<file path="src/rtl/trig_comb_pkg.sv">
package trig_comb_pkg;
  typedef enum logic {
    OUT_BUSY  = 1'b0,
    OUT_PULSE = 1'b1
  } out_mode_e;
endpackage

</file>
<file path="src/rtl/trig_sync.sv">
module trig_sync #(
  parameter int W      = 5,
  parameter int STAGES = 2
) (
  input  logic         clk,
  input  logic         rst_n,
  input  logic [W-1:0] d,
  output logic [W-1:0] q
);
  logic [W-1:0] pipe [STAGES];

  always_ff @(posedge clk) begin
    if (!rst_n) pipe[0] <= '0;
    else        pipe[0] <= d;
  end

  for (genvar s = 1; s < STAGES; s++) begin : g_stage
    always_ff @(posedge clk) begin
      if (!rst_n) pipe[s] <= '0;
      else        pipe[s] <= pipe[s-1];
    end
  end

  assign q = pipe[STAGES-1];
endmodule

</file>
<file path="src/rtl/trig_cond.sv">
module trig_cond #(
  parameter int N_SRC   = 5,
  parameter int CFG_W   = 16,
  parameter int ANY_LSB = 0,
  parameter int ALL_LSB = 8
) (
  input  logic             clk,
  input  logic             rst_n,
  input  logic [N_SRC-1:0] src,
  input  logic [CFG_W-1:0] cfg,
  input  logic             busy,
  output logic             cond,
  output logic             cond_rise,
  output logic             accept
);
  function automatic logic any_hit(input logic [N_SRC-1:0] s,
                                   input logic [N_SRC-1:0] m);
    return |(s & m);
  endfunction

  function automatic logic all_hit(input logic [N_SRC-1:0] s,
                                   input logic [N_SRC-1:0] m);
    return (|m) && ((s & m) == m);
  endfunction

  logic [N_SRC-1:0] any_mask, all_mask;
  logic             cond_q;

  assign any_mask  = cfg[ANY_LSB +: N_SRC];
  assign all_mask  = cfg[ALL_LSB +: N_SRC];
  assign cond      = any_hit(src, any_mask) || all_hit(src, all_mask);
  assign cond_rise = cond && !cond_q;
  assign accept    = cond_rise && !busy;

  always_ff @(posedge clk) begin
    if (!rst_n) cond_q <= 1'b0;
    else        cond_q <= cond;
  end

  AST_RISE_NOT_TWICE: assert property (@(posedge clk) disable iff (!rst_n)
    cond_rise |=> !cond_rise);
endmodule

</file>
<file path="src/rtl/trig_out_ctrl.sv">
module trig_out_ctrl
  import trig_comb_pkg::*;
#(
  parameter int PULSE_CYC = 15
) (
  input  logic      clk,
  input  logic      rst_n,
  input  logic      accept,
  input  out_mode_e mode,
  input  logic      rearm,
  output logic      trig_int,
  output logic      trig_out
);
  localparam int CNT_W = $clog2(PULSE_CYC + 2);

  logic [CNT_W-1:0] left_q;

  always_ff @(posedge clk) begin
    if (!rst_n) begin
      trig_int <= 1'b0;
      trig_out <= 1'b0;
      left_q   <= '0;
    end else begin
      trig_int <= accept;
      if (accept) begin
        trig_out <= 1'b1;
        left_q   <= CNT_W'(PULSE_CYC - 1);
      end else if (trig_out) begin
        if (mode == OUT_PULSE) begin
          if (left_q == '0) trig_out <= 1'b0;
          else              left_q   <= left_q - 1'b1;
        end else if (rearm) begin
          trig_out <= 1'b0;
        end
      end
    end
  end

  logic [CNT_W-1:0] hi_run;
  always_ff @(posedge clk) begin
    if (!rst_n)        hi_run <= '0;
    else if (trig_out) hi_run <= hi_run + 1'b1;
    else               hi_run <= '0;
  end

  AST_INT_ONE_CYCLE: assert property (@(posedge clk) disable iff (!rst_n)
    trig_int |=> !trig_int);
  AST_INT_ONLY_IDLE: assert property (@(posedge clk) disable iff (!rst_n)
    trig_int |-> !$past(trig_out));
  AST_RISE_HAS_TRIG: assert property (@(posedge clk) disable iff (!rst_n)
    $rose(trig_out) |-> trig_int);
  AST_BUSY_HOLD: assert property (@(posedge clk) disable iff (!rst_n)
    (trig_out && !rearm && mode == OUT_BUSY) |=> trig_out);
  AST_BUSY_RELEASE: assert property (@(posedge clk) disable iff (!rst_n)
    (trig_out && rearm && mode == OUT_BUSY) |=> !trig_out);
  AST_PULSE_NOT_LONG: assert property (@(posedge clk) disable iff (!rst_n)
    (trig_out && mode == OUT_PULSE) |-> (hi_run < CNT_W'(PULSE_CYC)));
  AST_PULSE_FULL: assert property (@(posedge clk) disable iff (!rst_n)
    ($fell(trig_out) && mode == OUT_PULSE) |-> (hi_run == CNT_W'(PULSE_CYC)));
endmodule

</file>
<file path="src/rtl/trig_combiner.sv">
module trig_combiner
  import trig_comb_pkg::*;
#(
  parameter int N_CH        = 4,
  parameter int CFG_W       = 16,
  parameter int SYNC_STAGES = 2,
  parameter int PULSE_CYC   = 15
) (
  input  logic             clk,
  input  logic             rst_n,
  input  logic [N_CH-1:0]  src_ch,
  input  logic             src_ext,
  input  logic [CFG_W-1:0] cfg_word,
  input  logic             mode_pulse,
  input  logic             rearm,
  output logic             trig_int,
  output logic             trig_out
);
  localparam int N_SRC   = N_CH + 1;
  localparam int ANY_LSB = 0;
  localparam int ALL_LSB = CFG_W / 2;

  logic [N_SRC-1:0] src_raw, src_s;
  logic             cond, cond_rise, accept;
  out_mode_e        mode;

  assign src_raw = {src_ext, src_ch};
  assign mode    = out_mode_e'(mode_pulse);

  trig_sync #(.W(N_SRC), .STAGES(SYNC_STAGES)) u_sync (
    .clk(clk), .rst_n(rst_n), .d(src_raw), .q(src_s)
  );

  trig_cond #(.N_SRC(N_SRC), .CFG_W(CFG_W), .ANY_LSB(ANY_LSB), .ALL_LSB(ALL_LSB)) u_cond (
    .clk(clk), .rst_n(rst_n), .src(src_s), .cfg(cfg_word), .busy(trig_out),
    .cond(cond), .cond_rise(cond_rise), .accept(accept)
  );

  trig_out_ctrl #(.PULSE_CYC(PULSE_CYC)) u_out (
    .clk(clk), .rst_n(rst_n), .accept(accept), .mode(mode), .rearm(rearm),
    .trig_int(trig_int), .trig_out(trig_out)
  );

  AST_TRIG_FROM_RISE: assert property (@(posedge clk) disable iff (!rst_n)
    trig_int |-> $past(cond_rise));
  AST_IDLE_REARM: assert property (@(posedge clk) disable iff (!rst_n)
    (!trig_out && !accept) |=> !trig_out);
endmodule

</file>
<file path="config.mk">
export PLATFORM = sky130hd
export DESIGN_NAME = trig_combiner
export DESIGN_NICKNAME = d
export VERILOG_FILES = /design/src/rtl/trig_comb_pkg.sv /design/src/rtl/trig_sync.sv /design/src/rtl/trig_cond.sv /design/src/rtl/trig_out_ctrl.sv /design/src/rtl/trig_combiner.sv
export SDC_FILE = /design/constraint.sdc
export NUM_CORES = 1
export LEC_CHECK = 0
export BUFFER_PORTS_ARGS = -buffer_cell sky130_fd_sc_hd__buf_2
export CORE_MARGIN = 2
export CORE_UTILIZATION = 46
export DETAILED_ROUTE_END_ITERATION = 8
export PLACE_DENSITY = 0.78
export SETUP_SLACK_MARGIN = 0.5
export SKIP_LAST_GASP = 1
export SLEW_MARGIN = 20
export SYNTH_ARGS = -nofsm -noshare
export SYNTH_HDL_FRONTEND = slang
export SYNTH_SLANG_ARGS = --single-unit
export TNS_END_PERCENT = 20
</file>
<file path="constraint.sdc">
create_clock -name clk -period 1.7 [get_ports clk]
set_input_delay 0.34 -clock clk [delete_from_list [all_inputs] [get_ports clk]]
set_output_delay 0.34 -clock clk [all_outputs]
set_load 0.05 [all_outputs]
</file>
==> results by stage, run 1 <==
Outcome:
- The run finished with clean final reports.

Critical path:
- The number of cells on the worst reg-to-reg path is 4.
- STA classifies the critical path startpoint as a flip-flop.
- STA classifies the critical path endpoint as a flip-flop.
- Along the worst path, the maximum fanout reaches 7.
- The instance count on the critical path is 4.
- The delay of the slowest critical-path stage is 0.44 ns.
- The critical path goes through inv_1 -> a222oi_1 -> a31oi_4 -> o311a_1.
- The worst path buffer plus inverter count is 1.
- The required arrival time at the worst endpoint is 1.88 ns.
- The arrival time at the worst endpoint is 1.60 ns.
- The cell with the largest stage delay on the worst path is sky130_fd_sc_hd__a222oi_1.
- The worst setup path is of the flip-flop to flip-flop kind.
- Among cell families on the critical path, the largest total delay comes from compound AO/OA/AOI/OAI gates.

Logic synthesis:
- During synthesis, Yosys emitted a total of 0 warnings.
- The leading area contributor after synthesis is sky130_fd_sc_hd__dfxtp_1.
- In this run, synthesis produced a sequential element count of 18.
- Of the post-synthesis cell area, the dominant cell type holds 0.502.
- Summing every instance area after synthesis gives 718 sq um.
- Ranked by total cell area, the synthesized netlist is headed by sky130_fd_sc_hd__dfxtp_1, sky130_fd_sc_hd__and2_1, sky130_fd_sc_hd__inv_1.
- The number of different library cells used by synthesis comes to 27.
- The net count of the mapped netlist is 102.
- Synthesis produced a netlist whose cell count is 75.
- The per-instance average area after synthesis is 9.58 sq um.
- Of the synthesized area, sequential elements account for 0.502.

Place:
- After legalization and detailed placement, the total HPWL measured 1.01 mm.
- The last weighted congestion value of the routability-driven placer is 0.780.
- In this run the cell area measured after placement is 873 sq um.
- The number of instances in the placed design is 110.
- Buffers placed on the I/O ports in this run total 20.

Clocking:
- The total of hold buffers inserted after clock tree synthesis is 0.
- The post-CTS clock slew at the launch and capture registers of the worst setup and hold paths is 0.10 ns.
- The TritonCTS buffer count is 3.
- The clock drives 18 sinks.
- CTS built an H-tree with a depth of 1.
- Clock latency on the worst-skew pair, taken at its later pin, is 0.29 ns.
- The tree is rooted in a sky130_fd_sc_hd__clkbuf_4.
- The clock tree buffer depth is 2.
- The CTS tree is yes.

Pwr:
- Dividing total power by cell area gives a power density of 969 nW/um^2.
- Summed over all cells, the static leakage comes to 0.394 nW.
- The maximum vdd ir drop is 0.543 mV.

Floorplan:
- The floorplan step defined a die boundary enclosing 1890 sq um.
- The die is 43.5 um wide.
- The region available for standard cell placement spans 1490 sq um.
- 27 I/O pins were placed.
- The height of the chip is 43.5 um.
- For this configuration, the core starts out at a cell density of 0.482.
- The floorplan row count is 14.

Global routing:
- The first global-routing pass estimated 2.19 mm of wire.
- Across every metal layer, demand over resource in global routing totals 0.155.
- Entering global routing, the biggest net connects 17 pins.
- Global routing finished with a remaining overflow of 0.
- The number of antenna violations at the first check in global routing is 0.
- The via count of the first global-routing pass is 552.

Finish:
- After routing the design area is 935 sq um.
- Leaving out fill and tap cells, the most frequent cell in the layout is sky130_fd_sc_hd__buf_2.
- The final non-filler cell total is 116.
- 0 antenna diodes ended up in the layout.
- From synthesis to final layout, the design area changed by 30.1%.
- Of the cells placed in the final design, the portion with a size suffix greater than 1 is 0.380.
- For this run, the share of the core covered by cells in the final layout is 0.628.
- After the last flow step, the layout net total stands at 128.
- Leaving out fill and tap cells, the most frequent cells in the layout are sky130_fd_sc_hd__buf_2, sky130_fd_sc_hd__dfxtp_1, sky130_fd_sc_hd__and2_1.

STA:
- The count of endpoints failing hold in the final timing report is 0.
- The total setup violations reported at the end of the flow is 0.
- The post-route fraction of the period consumed by the critical path is 0.836.
- The number of pins exceeding their max-slew limit in the final report is 0.
- Setup repair after global routing could not meet its margin everywhere.
- The worst slew slack as a fraction of its limit is 0.699.
- The actual slew at the worst max-slew pin is 0.451 ns.
- For this run, the top clock speed supported by timing is 0.704 GHz.
- The final hold slack is 0.253 ns.
- The final total negative setup slack is 0 ns.
- The worst setup skew after layout is 0.00400 ns.
- The post-route minimum period is 1.42 ns.

Detailed routing:
- The detailed-route via count is 625.
- After detailed routing, the number of remaining DRC violations is 0.
- The number of antenna-violating nets in the routed design is 0.
- In the final routed layout, each cell accounts on average for 11.6 um.
- The first routing iteration left 15 violations.
- The final routed wirelength across all metal layers is 1.35 mm.
- The detailed-router iteration count before antenna repair is 4.
- The via density per instance is 5.39.

Run:
- The tool flagged a number of max-cap violations equal to 0.

Min path:
- The worst hold path was traced through 2 stages.
- The min-delay analysis places its worst path in the category primary input to flip-flop.
-- worst register-to-register path: stages, from the launching register on --
cell	delay, ns
sky130_fd_sc_hd__dfxtp_1	0.34
sky130_fd_sc_hd__inv_1	0.04
sky130_fd_sc_hd__a222oi_1	0.44
sky130_fd_sc_hd__a31oi_4	0.18
sky130_fd_sc_hd__o311a_1	0.31
-- final cells by class --
type / count / area [sq um]
multi-input combinational: 48 / 365
sequential: 18 / 368
fill: 126 / 554
tap: 16 / 20.0
timing repair buffer: 22 / 115
clock buffer: 4 / 36.3
inverter: 8 / 30.0
-- through the flow --
step | power (mW) | worst slack (ns)
2_1_floorplan | 0.601 | 0.373
3_3_place_gp | 0.645 | 0.217
3_5_place_dp | 0.651 | 0.191
4_1_cts | 0.901 | 0.286
5_1_grt | 0.961 | 0.212
6_report | 0.906 | 0.279
-- synthesized netlist by cell type (all sizes together) --
library cell  number
or4                1
mux2               1
o21ai              4
nor2b              1
a21oi              1
and2              11
a31oi              2
o22ai              1
or3                1
o311a              2
nor2               5
inv                8
dfxtp             18
o2bb2ai            1
a22oi              2
nor4               1
ha                 2
mux2i              1
xnor2              1
nor3b              1
a211oi             1
clkbuf             1
a222oi             2
nor3               2
nand3              1
nand2              3
-- registers in the layout (all words and copies together), names as in the netlist --
name	cells
u_sync.pipe	10
u_out.left_q	5
u_cond.cond_q	1
u_out.trig_int	1
u_out.trig_out	1
-- path summary, 6_finish.rpt --
path / start / to / slack [ns]
worst max-delay path: u_sync.pipe[1][1] / u_out.left_q[0] / 0.28
worst min-delay path: src_ext / u_sync.pipe[0][4] / 0.25
worst max register to register: u_sync.pipe[1][1] / u_out.left_q[0] / 0.28
worst min register to register: u_sync.pipe[0][2] / u_sync.pipe[1][2] / 0.44
-- power breakdown --
group / switching, mW / internal [mW] / total [mW]
sequential: 0.0281 / 0.456 / 0.484
combinational: 0.0914 / 0.0788 / 0.170
clock: 0.121 / 0.130 / 0.252
total: 0.241 / 0.665 / 0.906
-- kinds of logic (layout without fill, tap and decap cells) --
| family | Yosys count | after routing | share of synthesized area |
|---|---|---|---|
| AO/OA/AOI/OAI | 16 | 16 | 0.169 |
| XOR/XNOR | 1 | 1 | 0.0122 |
| AND/OR/NAND/NOR | 27 | 27 | 0.206 |
| multiplexers | 2 | 2 | 0.0296 |
| adder cells (fa/ha/maj) | 2 | 2 | 0.0348 |
| flip-flops | 18 | 18 | 0.502 |
| buffers and inverters | 9 | 34 | 0.0470 |
-- what timing repair did --
item	in CTS	in global routing
gates resized for setup	0	3
endpoints found under the setup margin	9	10
gates cloned	0	0
pin swaps	0	3
setup buffers	0	2
-- metal layers --
layer  GRT usage  wire, um  vias to the layer above
met5           0         0                        -
met4      0.0727         0                        0
met3      0.0417       101                        0
met2       0.254       653                       20
met1       0.189       597                      290
li1            -         -                      315
(Power assumes the default switching activity.)
==> inputs of run 2 (changes only) <==
- clock period: 1.7 -> 1.5 ns (I/O delays scaled with it)
==> run 2 against run 1 <==
Compared with the run above: power rose by 13%; critical path depth unchanged; via count is 2.2% lower; critical path type unchanged; largest power group unchanged.
==> results by stage, run 2 (same netlist as run 1, synthesis figures left out) <==
Outcome:
- The run finished with clean final reports.

Finish:
- The register with the most flip-flops in the final layout is u_sync.pipe.
- The core utilization of the finished layout is 0.634 (+0.00588).
- The flip-flop count of the largest register after layout is 10 (unchanged).
- In the final layout, the registers with the most flip-flops are u_sync.pipe x10, u_out.left_q x5.
- Compared with the post-synthesis result, the final layout area differs by 31.4%.
- The number of diodes added for antenna fixing is 0 (unchanged).
- The number of filler cells placed in the layout came to 131 (+4.0%).
- In the layout the commonest cells are sky130_fd_sc_hd__buf_2, sky130_fd_sc_hd__dfxtp_1, sky130_fd_sc_hd__and2_1.
- The total number of nets in the final design came to 129 (+0.78%).
- The most common cell after layout, fill and taps aside is sky130_fd_sc_hd__buf_2.
- The share of post-route cells with drive strength above 1 came to 0.406 (+0.0259).

STA:
- The actual slew at the worst max-slew pin is 0.469 ns (+0.0177 ns).
- Setup repair after global routing could not meet its margin everywhere.
- The worst setup skew after layout is 0.00907 ns (+0.00507 ns).
- The slack of the critical path was 0.0620 ns (-0.217 ns).
- The worst slew slack as a fraction of its limit is 0.687 (-0.0118).
- The count of endpoints failing hold in the final timing report is 0 (unchanged).
- The number of pins exceeding their max-slew limit in the final report is 0 (unchanged).
- The post-route fraction of the period consumed by the critical path is 0.959 (+0.123).
- The total setup violations reported at the end of the flow is 0 (unchanged).
- The post-route minimum period came to 1.44 ns (+0.0171 ns).
- The highest attainable clock frequency is 0.695 GHz (-1.2%).

Clocking:
- TritonCTS built the clock tree.
- The post-CTS clock slew at the launch and capture registers of the worst setup and hold paths was 0.09 ns (about the same).
- The TritonCTS buffer count is 3 (unchanged).
- The total of hold buffers inserted after clock tree synthesis came to 0 (unchanged).
- The root buffer cell chosen for the clock tree is sky130_fd_sc_hd__clkbuf_4.
- The clock tree buffer depth was 2 (unchanged).
- The clock latency of the later-clocked register in the worst-skew pair is 0.28 ns (about the same).
- The H-tree level count is 1 (unchanged).
- The CTS sink count came to 18 (unchanged).

Critical path:
- The delay of the slowest critical-path stage was 0.47 ns (+0.03 ns).
- The maximum fanout along the worst path came to 6 (-1).
- The launch point of the worst reg-to-reg path is u_sync.pipe[1][1].
- The required arrival time at the worst endpoint is 1.67 ns (-0.21 ns).
- STA classifies the critical path endpoint as a flip-flop.
- The number of cells on the worst reg-to-reg path is 4 (unchanged).
- STA classifies the critical path startpoint as a flip-flop.
- The worst path buffer plus inverter count is 1 (unchanged).
- For this design, the slowest cell found on the critical path is sky130_fd_sc_hd__a222oi_1.
- The endpoint of the worst-slack reg-to-reg timing path is u_out.left_q[0].
- The arrival time at the worst endpoint is 1.61 ns (about the same).
- The setup slack of the most critical reg-to-reg path is 0.06 ns (-0.22 ns).
- Traced cell by cell, the critical path runs through inv_2 -> a222oi_1 -> a31oi_4 -> o311a_1.
- The instance count on the critical path was 4 (unchanged).
- The critical path class is flip-flop to flip-flop.
- The cell family contributing the most delay on the critical path is compound AO/OA/AOI/OAI gates.

Pwr:
- The total power per unit cell area was 1080 nW/um^2 (+11%).
- The switching power summed over all nets is 0.264 mW (+9.7%).
- The part of the total power dissipated in sequential elements is 0.540 (+0.006).
- The clock network power share is 0.271 (-0.007).
- The static power due to leakage came to 0.400 nW (+1.3%).
- The maximum vdd ir drop is 0.967 mV (+78%).
- The switching portion of total power is 0.259 (-0.00662).
- The internal power summed over all cells came to 0.755 mW (+14%).
- The share of power burned in combinational logic came to 0.189 (about the same).

Global routing:
- The via count of the first global-routing pass is 602 (+9.1%).
- The maximum number of pins on one net before global-route repair is 16 (-1).
- The total routing resource utilization after global routing is 0.167 (+0.0121).
- The final global-route overflow total is 0 (unchanged).
- The number of antenna violations at the first check in global routing is 0 (unchanged).
- The wire length of the first global-routing pass is 2.37 mm (+7.8%).

Floorplan:
- The floorplan row count came to 14 (unchanged).
- The starting density of the core is 0.482 (unchanged).
- The floorplan die area is 1890 sq um (unchanged).
- The placeable core region is 1490 sq um (unchanged).
- The die boundary width is 43.5 um (unchanged).
- The height of the chip is 43.5 um (unchanged).
- The number of top-level design ports is 27 (unchanged).

Detailed routing:
- The detailed router's first-iteration violation count is 13 (-2).
- The detailed-router iteration count before antenna repair is 4 (unchanged).
- The final routed wirelength across all metal layers is 1.31 mm (-2.8%).
- The mean routed wirelength per cell is 11.2 um (-3.6%).
- The via density per instance is 5.22 (-3.1%).
- The DRC violation count after routing came to 0 (unchanged).
- The number of antenna-violating nets in the routed design is 0 (unchanged).
- The detailed-route via count was 611 (-2.2%).

Place:
- The detailed-placement wirelength estimate is 1.01 mm (+0.43%).
- The post-place setup slack was 0.0136 ns (-0.177 ns).
- The last weighted congestion value of the routability-driven placer came to 0.825 (+5.7%).
- The count of buffers inserted at the top-level ports is 20 (unchanged).

Run:
- The number of maximum-capacitance constraint violations is 0 (unchanged).

Min path:
- The hold path depth came to 2 (unchanged).
- The startpoint identified for the worst hold timing path is src_ch[1].
- In this run the worst hold path is classified as primary input to flip-flop.
- The worst hold path terminates at u_sync.pipe[0][1].
run 2: cell count changes in the layout (fill, tap and decap cells not counted), sizes merged:
cell and delta:
buf +1
run 2: area by class of cell:
class / instances / area, sq um / share of cell area
clock buffers: 4 / 36.3 / 0.0385
inverters: 8 / 30.0 / 0.0318
multi-input cells: 48 / 365 / 0.387
flip-flops and latches: 18 / 369 / 0.391
well taps: 16 / 20.0 / 0.0212
repair buffers: 23 / 123 / 0.130
run 2: layer usage:
metal,global-route usage,part of all wire
met5,0,0
met4,0.0182,0.0069
met3,0.0750,0.067
met2,0.281,0.47
met1,0.205,0.46
run 2: repair_timing:
action	CTS	global route
setup buffers	2	0
pin swaps	2	3
endpoints found under the setup margin	10	10
cloned	0	0
endpoints found under the hold margin	0	0
gates resized for setup	4	0
run 2: worst max path at each step:
| stage | startpoint | endpoint | slack [ns] |
|---|---|---|---|
| 2_1_floorplan | u_out.left_q[1] | u_out.left_q[4] | 0.17 |
| 3_3_place_gp | cfg_word[9] | u_out.left_q[0] | 0.06 |
| 3_5_place_dp | cfg_word[0] | u_out.trig_out | 0.01 |
| 4_1_cts | u_sync.pipe[1][1] | u_out.left_q[0] | 0.07 |
| 5_1_grt | u_sync.pipe[1][1] | u_out.left_q[0] | -0.006 |
| 6_report | u_sync.pipe[1][1] | u_out.left_q[0] | 0.06 |
run 2: power by group through the flow:
| stage | registers, mW | logic (mW) | clock network, mW |
|---|---|---|---|
| final | 0.551 | 0.192 | 0.276 |
| after global routing | 0.556 | 0.217 | 0.312 |
| after global placement | 0.557 | 0.176 | 0 |
| after CTS | 0.550 | 0.194 | 0.290 |
| after detailed placement | 0.561 | 0.180 | 0 |
| after floorplan | 0.571 | 0.110 | 0 |
run 2: per-stage QoR:
step                instances  hold WS, ns  total power, mW  setup TNS [ns]  area [sq um]
floorplan                  75        0.412            0.681               0           757
global placement          111        0.416            0.733               0           881
detailed placement        111        0.421            0.741               0           881
CTS                       117        0.207             1.03               0           943
global route              117        0.211             1.08        -0.00635           943
finish                    117        0.215             1.02               0           943
==> inputs of run 3 (changes only) <==
- CORE_MARGIN: 2 -> not set
==> run 3 against run 2 <==
Compared with the run above: maximum frequency grew 0.21%; routed wire length shrank 4.2%; core utilization grew 3.6 points; first-iteration DRC count grew 7.7%; power is essentially flat; global-route usage shrank 1.1 points; worst hold slack is essentially flat; flip-flop and latch count is the same; register-to-register slack is essentially flat; design area shrank 1.9%; clock skew shrank 0.0053 ns; critical path depth is the same; critical path type unchanged.
==> results by stage, run 3 (same netlist as run 1, synthesis figures left out) <==
STA:
- The worst setup skew after layout is 0.00374 ns (-0.00533 ns).
- Setup repair after global routing could not meet its margin everywhere.
- The number of pins exceeding their max-slew limit in the final report is 0 (unchanged).
- The worst slew slack as a fraction of its limit is 0.707 (+0.0197).
- The post-route minimum period is 1.44 ns (-0.00295 ns).
- The total setup violations reported at the end of the flow is 0 (unchanged).
- The post-route fraction of the period consumed by the critical path is 0.957 (-0.00197).
- The actual slew at the worst max-slew pin came to 0.439 ns (-0.0296 ns).
- The count of endpoints failing hold in the final timing report came to 0 (unchanged).
- The slack of the critical path is 0.0649 ns (+0.00295 ns).
- The highest attainable clock frequency was 0.697 GHz (+0.21%).
- The final hold slack is 0.215 ns (-0.000102 ns).

Floorplan:
- The floorplan die area was 1720 sq um (-9.0%).
- The placeable core region is 1380 sq um (-7.1%).
- The die boundary width is 41.5 um (-4.6%).
- The floorplan row count is 13 (-1).
- The starting density of the core is 0.519 (+0.0371).
- The number of top-level design ports came to 27 (unchanged).
- The height of the chip was 41.5 um (-4.6%).

Finish:
- The number of diodes added for antenna fixing is 0 (unchanged).
- The final non-filler cell total is 114 (-2.6%).
- The number of filler cells placed in the layout is 110 (-16%).
- The share of post-route cells with drive strength above 1 is 0.374 (-0.0322).
- The largest registers in the layout are u_sync.pipe x10, u_out.left_q x5.
- The library cell used most frequently in the layout, excluding fill and tap cells, is sky130_fd_sc_hd__buf_2.
- The library cells used most frequently in the layout, excluding fill and tap cells, are sky130_fd_sc_hd__buf_2, sky130_fd_sc_hd__dfxtp_1, sky130_fd_sc_hd__and2_1.
- The register ranked first by flip-flop count is u_sync.pipe.
- The area added between synthesis and finish is 28.9%.
- The flip-flop count of the largest register after layout is 10 (unchanged).
- The total number of nets in the final design is 127 (-1.6%).
- The area occupied by registers is 368 sq um (-0.34%).
- The area taken by multi-input logic gates is 365 sq um (unchanged).

Clocking:
- The cell at the root of the clock tree is sky130_fd_sc_hd__clkbuf_4.
- The total of hold buffers inserted after clock tree synthesis is 0 (unchanged).
- The TritonCTS buffer count is 3 (unchanged).
- TritonCTS built the clock tree.
- The number of gates resized after CTS is 1 (-3).
- The clock latency of the later-clocked register in the worst-skew pair came to 0.28 ns (about the same).
- The H-tree level count is 1 (unchanged).
- The CTS sink count is 18 (unchanged).
- The total setup buffers inserted after CTS is 0 (-2).
- The post-CTS clock slew at the launch and capture registers of the worst setup and hold paths is 0.10 ns (about the same).
- The clock tree buffer depth is 2 (unchanged).

Critical path:
- The setup slack of the most critical reg-to-reg path is 0.06 ns (about the same).
- The type of destination of the critical path is a flip-flop.
- The arrival time at the worst endpoint is 1.61 ns (about the same).
- The number of cells on the worst reg-to-reg path is 4 (unchanged).
- The maximum fanout along the worst path is 8 (+2).
- The critical path class is flip-flop to flip-flop.
- The delay of the slowest critical-path stage is 0.44 ns (-0.03 ns).
- Walking the worst path, the cells encountered are inv_1 -> a222oi_1 -> a31oi_4 -> o311a_1.
- The required arrival time at the worst endpoint came to 1.68 ns (about the same).
- The worst path buffer plus inverter count came to 1 (unchanged).
- The cell with the largest stage delay on the worst path is sky130_fd_sc_hd__a222oi_1.
- Grouping stages by cell kind, the critical path spends the most delay in compound AO/OA/AOI/OAI gates.
- The launch point of the worst reg-to-reg path is u_sync.pipe[1][1].
- The worst setup path is launched from a flip-flop.
- The endpoint of the worst-slack reg-to-reg timing path is u_out.left_q[4].

Place:
- The count of buffers inserted at the top-level ports is 20 (unchanged).
- The detailed-placement wirelength estimate is 978 um (-3.1%).
- The number of instances in the placed design is 110 (-0.90%).
- The post-place setup slack was 0.0390 ns (+0.0254 ns).
- The last weighted congestion value of the routability-driven placer is 0.765 (-7.2%).

Global routing:
- The via count of the first global-routing pass came to 521 (-13%).
- The maximum number of pins on one net before global-route repair is 16 (unchanged).
- The final global-route overflow total came to 0 (unchanged).
- The total routing resource utilization after global routing was 0.156 (-0.0110).
- The wire length of the first global-routing pass is 2.15 mm (-9.3%).
- The number of antenna violations at the first check in global routing is 0 (unchanged).

Pwr:
- The static power due to leakage is 0.390 nW (-2.4%).
- The maximum vdd ir drop is 0.777 mV (-20%).
- The total power is 1.02 mW (about the same).
- The total power per unit cell area is 1100 nW/um^2 (+1.9%).

Run:
- The number of maximum-capacitance constraint violations is 0 (unchanged).

Detailed routing:
- The detailed-router iteration count before antenna repair is 6 (+2).
- The mean routed wirelength per cell is 11.0 um (-1.7%).
- The final routed wirelength across all metal layers is 1.26 mm (-4.2%).
- The DRC violation count after routing is 0 (unchanged).
- The detailed router's first-iteration violation count was 14 (+1).
- The detailed-route via count is 592 (-3.1%).
- The number of antenna-violating nets in the routed design is 0 (unchanged).
- The via density per instance came to 5.19 (-0.56%).

Min path:
- The hold-critical path endpoint is u_sync.pipe[0][2].
- The hold path depth came to 2 (unchanged).
- The worst hold path class is primary input to flip-flop.
- The startpoint of the lowest-slack hold path is src_ch[2].

Outcome:
- The run finished with clean final reports.
[run 3: cell count changes in the layout (fill, tap and decap cells not counted), sizes merged]
cell / before / now
buf: 23 / 21
[run 3: worst max path at each step]
stage,depth (start not counted),to,from,slack [ns]
global placement,4,u_out.left_q[0],cfg_word[9],0.06
floorplan,6,u_out.left_q[4],u_out.left_q[1],0.17
finish,4,u_out.left_q[4],u_sync.pipe[1][1],0.06
detailed placement,4,u_out.left_q[4],cfg_word[9],0.04
CTS,6,u_out.left_q[4],u_out.left_q[0],0.09
global route,4,u_out.left_q[4],u_sync.pipe[1][1],-0.01
[run 3: report_power, final]
group / internal, mW / switching, mW
combinational: 0.0833 / 0.100
clock: 0.148 / 0.138
sequential: 0.517 / 0.0340
total: 0.748 / 0.272
[run 3: metrics by stage]
step           utilization  TNS [ns]  cell area, sq um
3_5_place_dp         0.636         0               880
3_3_place_gp         0.636         0               880
6_report             0.670         0               926
2_1_floorplan            -         0               757
5_1_grt              0.670   -0.0129               926
4_1_cts              0.663         0               917
[run 3: layout make-up]
class / count / area share
inverter: 8 / 0.0324
multi-input combinational: 48 / 0.395
timing repair buffer: 21 / 0.116
sequential: 18 / 0.397
tap: 15 / 0.0203
clock buffer: 4 / 0.0392
[run 3: per-layer routing]
layer	vias to the layer above	track usage	wire [um]
li1	311	-	-
met1	261	0.212	608
met2	20	0.238	565
met3	0	0.0652	84
met4	0	0.0194	0
met5	-	0	0
